<file path="config.mk">
export PLATFORM = sky130hd
export DESIGN_NAME = eo_gate
export DESIGN_NICKNAME = d
export VERILOG_FILES = /design/src/rtl/eo_pkg.sv /design/src/rtl/eo_rail_swap.sv /design/src/rtl/eo_resolve.sv /design/src/rtl/eo_hold.sv /design/src/rtl/eo_gate.sv
export SDC_FILE = /design/constraint.sdc
export NUM_CORES = 1
export LEC_CHECK = 0
export BUFFER_PORTS_ARGS = -buffer_cell sky130_fd_sc_hd__buf_2
export CORE_AREA = 2 2 39 41
export CTS_BUF_LIST = sky130_fd_sc_hd__clkbuf_8
export DETAILED_ROUTE_END_ITERATION = 7
export DIE_AREA = 0 0 41 43
export PLACE_DENSITY = 0.32
export SETUP_SLACK_MARGIN = 0.5
export SYNTH_ARGS = -nofsm -noshare
export SYNTH_HDL_FRONTEND = slang
export SYNTH_HIERARCHICAL = 1
export SYNTH_SLANG_ARGS = --single-unit
</file>
<file path="constraint.sdc">
create_clock -name clk -period 1.8 [get_ports clk]
set_clock_uncertainty 0.05 [all_clocks]
set_input_delay 0.27 -clock clk [delete_from_list [all_inputs] [get_ports clk]]
set_output_delay 0.27 -clock clk [all_outputs]
set_load 0.02 [all_outputs]
</file>
<file path="src/rtl/eo_pkg.sv">
package eo_pkg;
  typedef struct packed {
    logic t;
    logic f;
  } rail_t;

  typedef enum logic {
    EO_EARLY = 1'b0,
    EO_DIMS  = 1'b1
  } mode_e;
endpackage

</file>
<file path="src/rtl/eo_rail_swap.sv">
module eo_rail_swap #(
  parameter bit SWAP = 1'b0
) (
  input  eo_pkg::rail_t din,
  output eo_pkg::rail_t dout
);
  generate
    if (SWAP) begin : g_swap
      assign dout.t = din.f;
      assign dout.f = din.t;
    end else begin : g_pass
      assign dout = din;
    end
  endgenerate
endmodule

</file>
<file path="src/rtl/eo_resolve.sv">
module eo_resolve #(
  parameter bit IS_OR = 1'b1
) (
  input  eo_pkg::rail_t a,
  input  eo_pkg::rail_t b,
  output eo_pkg::rail_t y,
  output logic          all_valid,
  output logic          all_null,
  output logic          bad
);
  logic a_ok, b_ok;

  assign a_ok      = a.t | a.f;
  assign b_ok      = b.t | b.f;
  assign all_valid = a_ok & b_ok;
  assign all_null  = ~a_ok & ~b_ok;
  assign bad       = (a.t & a.f) | (b.t & b.f);

  generate
    if (IS_OR) begin : g_or
      // a single 1 settles the result; 0 needs both operands
      assign y.t = a.t | b.t;
      assign y.f = a.f & b.f;
    end else begin : g_and
      // a single 0 settles the result; 1 needs both operands
      assign y.t = a.t & b.t;
      assign y.f = a.f | b.f;
    end
  endgenerate
endmodule

</file>
<file path="src/rtl/eo_hold.sv">
module eo_hold #(
  parameter eo_pkg::mode_e MODE = eo_pkg::EO_EARLY
) (
  input  logic          clk,
  input  logic          rst,
  input  eo_pkg::rail_t d,
  input  logic          all_valid,
  input  logic          all_null,
  input  logic          bad,
  output eo_pkg::rail_t q,
  output logic          q_valid,
  output logic          fault
);
  always_ff @(posedge clk) begin
    if (rst) fault <= 1'b0;
    else     fault <= bad;
  end

  generate
    if (MODE == eo_pkg::EO_DIMS) begin : g_dims
      // set/reset state of a completion gate
      always_ff @(posedge clk) begin
        if (rst)            q <= '0;
        else if (all_valid) q <= d;
        else if (all_null)  q <= '0;
      end

      // a partial input state keeps whatever is held
      p_dims_hold_r8: assert property (@(posedge clk) disable iff (rst)
        (!all_valid && !all_null && !bad) |=> $stable(q));
      // nothing leaves NULL before both operands are valid
      p_dims_wait_r7: assert property (@(posedge clk) disable iff (rst)
        (!all_valid && !bad && q == '0) |=> (q == '0));
    end else begin : g_early
      always_ff @(posedge clk) begin
        if (rst) q <= '0;
        else     q <= d;
      end
    end
  endgenerate

  assign q_valid = q.t | q.f;

  // NULL in gives NULL out in either mode
  p_null_out_r2: assert property (@(posedge clk) disable iff (rst)
    all_null |=> (q == '0));
  // both operands valid at an edge give a valid result after it
  p_resolve_r11: assert property (@(posedge clk) disable iff (rst)
    (all_valid && !bad) |=> q_valid);
endmodule

</file>
<file path="src/rtl/eo_gate.sv">
module eo_gate #(
  parameter bit            IS_OR = 1'b1,
  parameter bit            INV_A = 1'b0,
  parameter bit            INV_B = 1'b0,
  parameter bit            INV_Y = 1'b0,
  parameter eo_pkg::mode_e MODE  = eo_pkg::EO_EARLY
) (
  input  logic clk,
  input  logic rst,
  input  logic a_t,
  input  logic a_f,
  input  logic b_t,
  input  logic b_f,
  output logic y_t,
  output logic y_f,
  output logic y_valid,
  output logic in_fault
);
  import eo_pkg::*;

  rail_t a_raw, b_raw, a_eff, b_eff, y_pre, y_out, y_q;
  logic  all_valid, all_null, bad;

  assign a_raw = '{t: a_t, f: a_f};
  assign b_raw = '{t: b_t, f: b_f};

  eo_rail_swap #(.SWAP(INV_A)) u_swap_a (.din(a_raw), .dout(a_eff));
  eo_rail_swap #(.SWAP(INV_B)) u_swap_b (.din(b_raw), .dout(b_eff));

  eo_resolve #(.IS_OR(IS_OR)) u_resolve (
    .a(a_eff), .b(b_eff), .y(y_pre),
    .all_valid(all_valid), .all_null(all_null), .bad(bad)
  );

  eo_rail_swap #(.SWAP(INV_Y)) u_swap_y (.din(y_pre), .dout(y_out));

  eo_hold #(.MODE(MODE)) u_hold (
    .clk(clk), .rst(rst), .d(y_out),
    .all_valid(all_valid), .all_null(all_null), .bad(bad),
    .q(y_q), .q_valid(y_valid), .fault(in_fault)
  );

  assign y_t = y_q.t;
  assign y_f = y_q.f;

  // checker view at the pins: controlling value seen on raw rails
  localparam bit CTRL_V = IS_OR;
  localparam bit A_RAW  = CTRL_V ^ INV_A;
  localparam bit B_RAW  = CTRL_V ^ INV_B;
  localparam bit Y_RAW  = CTRL_V ^ INV_Y;

  logic pin_bad, a_ctrl, b_ctrl, y_hit;
  assign pin_bad = (a_t & a_f) | (b_t & b_f);
  assign a_ctrl  = A_RAW ? (a_t & ~a_f) : (a_f & ~a_t);
  assign b_ctrl  = B_RAW ? (b_t & ~b_f) : (b_f & ~b_t);
  assign y_hit   = Y_RAW ? y_t : y_f;

  // one controlling operand settles the result in early mode
  p_early_r3: assert property (@(posedge clk) disable iff (rst)
    ((MODE == EO_EARLY) && !pin_bad && (a_ctrl || b_ctrl)) |=> y_hit);
  // legal operands never produce both result rails
  p_onehot_r2: assert property (@(posedge clk) disable iff (rst)
    (!pin_bad && !$past(pin_bad)) |=> $onehot0({y_t, y_f}));
endmodule

</file>
==> impl_results.md, run 1 <==
* Status: finished, final reports clean
* Total power at 0.288 mW
* Most frequent cells in the layout: 9 x buf_2, 3 x clkbuf_8, 3 x nor2b_1, 3 x dfxtp_1, 2 x or2_1
* Most common cell after layout, fill and taps aside: buf_2
* Critical path origin: u_hold/q[0]$_SDFF_PP0_
* Dpl ws at 0.836 ns
* LEAKAGE at 0.110 nW
* Hold depth at 2
* Post-Syn Area per Cell at 9.62 um2
* CP arrival at 0.87 ns
* Post-CTS setup buffers at 0
* Remaining global-route overflow at 0
* Max_cap viols at 0
* RSZ-0062 raised after global routing: no
* VDD IR max at 162 uV
* CTS root buf: clkbuf_8
* Reg clk slew, reported paths at 0.03 ns
* Die ar. at 0.00176 mm2
* Critical path required time at 1.48 ns
* Startpoint Class: flip-flop
* Core footprint at 0.00138 mm2
* Final Wtd Congestion at about 0.48
* Routed len/inst at 6.79 um
* Vias at 115
* ANT nets after route at 0
* Met1 Wirelength at approximately 96 um
* Final setup vio count at 0
* Worst slew margin at 92.7%
* Fin crit period at between 1 and 1.5 ns
* Pwr Density at approximately 1300 mW/mm2
* NetSw at 0.0592 mW
* Initial Util at 11.1%
* Maximum clock rate at 0.843 GHz
* Setup WS post-layout at 0.614 ns
* Io pins at 10
* Initial antenna violation count at 0
* Vias in the first global route at 106
* Comb power frac at 9.2%
* Post-CTS Hold Buffers at 0
* CTS tree: yes
* Register area at 60.1 um2
* YS warnings at 6
* Final Hold Vio Count at 0
* Post-synthesis cell area at 154 um2
* Slew of the pin with the lowest slew margin at 0.110 ns
* First-pass GRT wire length at 372 um
* IO Port Bufs at 9
* Cell area after layout at 219 um2
* Vias per inst at 2.95
* Setup tns final at 0 ns
* Kind of end point of the critical path: output pin
* Max Slew Vio Count at 0
* Int Power at 0.229 mW
* WL met2 at 93 um
* Chip Width at approximately 40 um
* Worst setup path end: y_valid
* H-tree depth at 1
* CP cell instances: or2_1 -> buf_2
* Final period util at 65.9%
* Diodes inserted at 0
* Die height at 43 um
* Fillers at 150
* Area Growth Syn to Fin at 42.3%
* Residual DRC at 0
* Switching fraction of total power at between 20 and 25%
* CTS sink cnt at 3
* Flop pwr share at between 20 and 25%
* Slowest-stage cell, CP: dfxtp_1
* CTS Buf Count at 3
* Crit path kind: reg2out
* Multi-input gate area at 48.8 um2
* Final WL at 265 um
* Met3 WL at about 60 um
* # rows at 14
* Hold Crit Class: in2reg
* Clock Path Buffers at 2
* Pin count of the biggest net entering global routing at 4
* DRT iter0 DRCs at 0
* CP Max Fanout at 2
* Total GRT Usage at under 10%
* Post-CTS sizing at 0
* DRT Pass-1 Iters at 1
* Layout cells sized above 1 at just over 60%
* Dpl cell area at 174 um2
* Delay of the slowest critical-path stage at 0.29 ns
* Layout Nets at 30
* Clock network fraction of total power at 65.9%
* Post-Syn Instances at 16
* Syn Nets at 22
* Top routing layer in use: met4
-- critical path, delay by kind of cell, from the launching register on --
kind,cells,cell delay (ns)
and+or+nand+nor,1,0.21
DFF,1,0.29
buffers and inverters,1,0.15
-- routing by layer --
metal  vias to the layer above  track usage, %
met5                         -               0
met4                         0            10.0
met3                         2            1.57
met2                        12            4.06
met1                        44            3.53
li1                         57               -
-- worst min path at each step --
| stage | startpoint | endpoint | slack, ns |
|---|---|---|---|
| finish | rst | u_hold/q[1]$_SDFF_PP0_ | 0.19 |
| global route | rst | u_hold/q[1]$_SDFF_PP0_ | 0.21 |
| CTS | rst | u_hold/q[1]$_SDFF_PP0_ | 0.19 |
| detailed placement | rst | u_hold/q[1]$_SDFF_PP0_ | 0.42 |
| global placement | rst | u_hold/fault$_SDFF_PP0_ | 0.41 |
| floorplan | rst | u_hold/fault$_SDFF_PP0_ | 0.29 |
-- state kept, by name, indices dropped and copies added (netlist names) --
name          flops
u_hold/fault      1
u_hold/q          2
-- power by group through the flow --
stage | clock network, mW | registers, mW | logic, mW
2_1_floorplan | 0 | 0.0778 | 0.0193
3_3_place_gp | 0 | 0.0727 | 0.0264
3_5_place_dp | 0 | 0.0728 | 0.0270
4_1_cts | 0.198 | 0.0719 | 0.0270
5_1_grt | 0.200 | 0.0721 | 0.0296
6_report | 0.190 | 0.0719 | 0.0265
-- metrics by stage --
stage | hold slack (ns) | instances | util [%]
final | 0.193 | 39 | 15.8
after global routing | 0.209 | 39 | 15.8
after CTS | 0.192 | 39 | 15.8
after detailed placement | 0.421 | 35 | 12.6
after global placement | 0.415 | 35 | 12.6
after floorplan | 0.292 | 16 | -
-- final cells by class --
type,instances,area share [%]
timing repair buffer,9,20.6
sequential,3,27.4
tap,16,9.14
clock buffer,3,18.9
multi-input combinational,7,22.3
clock inverter,1,1.71
Note: power is estimated with default switching activity, not from simulation.
==> inputs of run 2 (changes only) <==
clock period = 1.1 ns   (was 1.8 ns; I/O delays follow)
==> impl_results.md, run 2 (synthesis results as in run 1) <==
* Max Slew Vio Count at 0
* ANT nets after route at 0
* Area Growth Syn to Fin at 59.3%
* Slew of the pin with the lowest slew margin at 0.110 ns
* IO Port Bufs at 9
* CTS root buf: clkbuf_8
* Kind of end point of the critical path: output pin
* Most flops, register: u_hold/q
* Most frequent cells in the layout: 6 x buf_2, 3 x clkbuf_8, 3 x buf_6, 3 x nor2b_1, 3 x dfxtp_2
* Die ar. at about 0.0018 mm2
* Slowest-stage cell, CP: dfxtp_2
* Critical path required time at just under 0.9 ns
* Post-CTS Hold Buffers at 0
* Crit path kind: reg2out
* LEAKAGE at 0.118 nW
* Chip Width at 41 um
* Post-CTS setup buffers at 0
* Fillers at 153
* Max_cap viols at 0
* Fin crit period at ~1.1 ns
* Initial Util at between 10 and 15%
* Cell area after layout at roughly 250 um2
* Total power at 0.483 mW
* Vias per inst at 3.03
* CTS tree: yes
* Hold Crit Class: in2reg
* Vias in the first global route at 125
* Remaining global-route overflow at 0
* Multi-input gate area at 52.6 um2
* Final Wtd Congestion at 0.494
* Pwr Density at 1970 mW/mm2
* Status: finished, final reports clean
* Die height at 43 um
* Register area at 63.8 um2
* CP arrival at 0.88 ns
* First-pass GRT wire length at 393 um
* Routed len/inst at 7.18 um
* Io pins at 10
* Startpoint Class: flip-flop
* Delay of the slowest critical-path stage at 0.31 ns
* Residual DRC at 0
* Clock Path Buffers at 2
* Hold depth at 2
* CP Max Fanout at 2
* Final period util at between 90 and 100%
* Vias at 118
* VDD IR max at ~270 uV
* CP cell instances: or2_4 -> buf_6
* Dpl cell area at 181 um2
* H-tree depth at 1
* Layout Nets at 30
* CTS Buf Count at 3
* Final setup vio count at 0
* Initial antenna violation count at 0
* Pin count of the biggest net entering global routing at 4
* Top flop regs: u_hold/q: 2 flops, u_hold/fault: 1 flops
* Critical path origin: u_hold/q[0]$_SDFF_PP0_
* Diodes inserted at 0
* DRT Pass-1 Iters at 2
* DRT iter0 DRCs at 1
* Maximum clock rate at between 0.9 and 1 GHz
* # rows at 14
* Worst setup path end: y_valid
* Final WL at between 200 and 300 um
* Worst slew margin at 92.7%
* CTS sink cnt at 3
* Layout cells sized above 1 at 78.3%
* Max FFs per register at 2
* Most common cell after layout, fill and taps aside: buf_2
* Total GRT Usage at 4.01%
* Final Hold Vio Count at 0
* Core footprint at 0.00138 mm2
* RSZ-0062 raised after global routing: yes
* Reg clk slew, reported paths at 0.03 ns
run 2: changes by cell type in the layout (fill, tap and decap cells not counted):
cell and delta:
or2_4 +1, dfxtp_2 +3, buf_6 +3, buf_2 -3
or2_1 -1, dfxtp_1 -3, and2_4 +1, and2_2 -1
run 2: critical path, delay by kind of cell, from the launching register on:
family	cells	cell delay [ns]
buffers and inverters	1	0.13
flip-flops	1	0.31
AND/OR/NAND/NOR	1	0.24
run 2: power by group:
group / internal (mW) / total, mW / switching, mW
Clock: 0.237 / 0.306 / 0.0691
Combinational: 0.0336 / 0.0566 / 0.0229
Sequential: 0.117 / 0.121 / 0.00341
run 2: repair_timing:
item	in CTS	in global routing
resized for setup	6	0
pin swaps	1	0
setup endpoints to repair	4	4
run 2: how the worst min path moves through the flow:
stage / to / start
after floorplan: u_hold/fault$_SDFF_PP0_ / rst
after global placement: u_hold/q[1]$_SDFF_PP0_ / rst
after detailed placement: u_hold/fault$_SDFF_PP0_ / rst
after CTS: u_hold/fault$_SDFF_PP0_ / rst
after global routing: u_hold/q[1]$_SDFF_PP0_ / rst
final: u_hold/fault$_SDFF_PP0_ / rst
run 2: cell type report:
cell class | count | area share, %
sequential | 3 | 26.0
timing repair buffer | 9 | 26.0
multi-input combinational | 7 | 21.4
clock buffer | 3 | 16.8
tap | 16 | 8.16
clock inverter | 1 | 1.53
run 2: layer usage:
metal,track usage [%],vias to the layer above,wire (um)
li1,-,57,-
met4,8.00,0,0
met2,4.69,10,118
met3,2.09,0,47
met1,2.88,51,115
met5,0,-,0
run 2: per-stage QoR:
step           setup WS, ns  TNS (ns)  std cells  hold WS (ns)  util (%)
2_1_floorplan         0.244         0         16         0.179         -
3_3_place_gp          0.212         0         35         0.301      13.1
3_5_place_dp          0.205         0         35         0.302      13.1
4_1_cts            -0.00693  -0.00693         39        0.0761      17.7
5_1_grt             -0.0167   -0.0167         39        0.0852      17.7
6_report            0.00217         0         39        0.0791      17.7
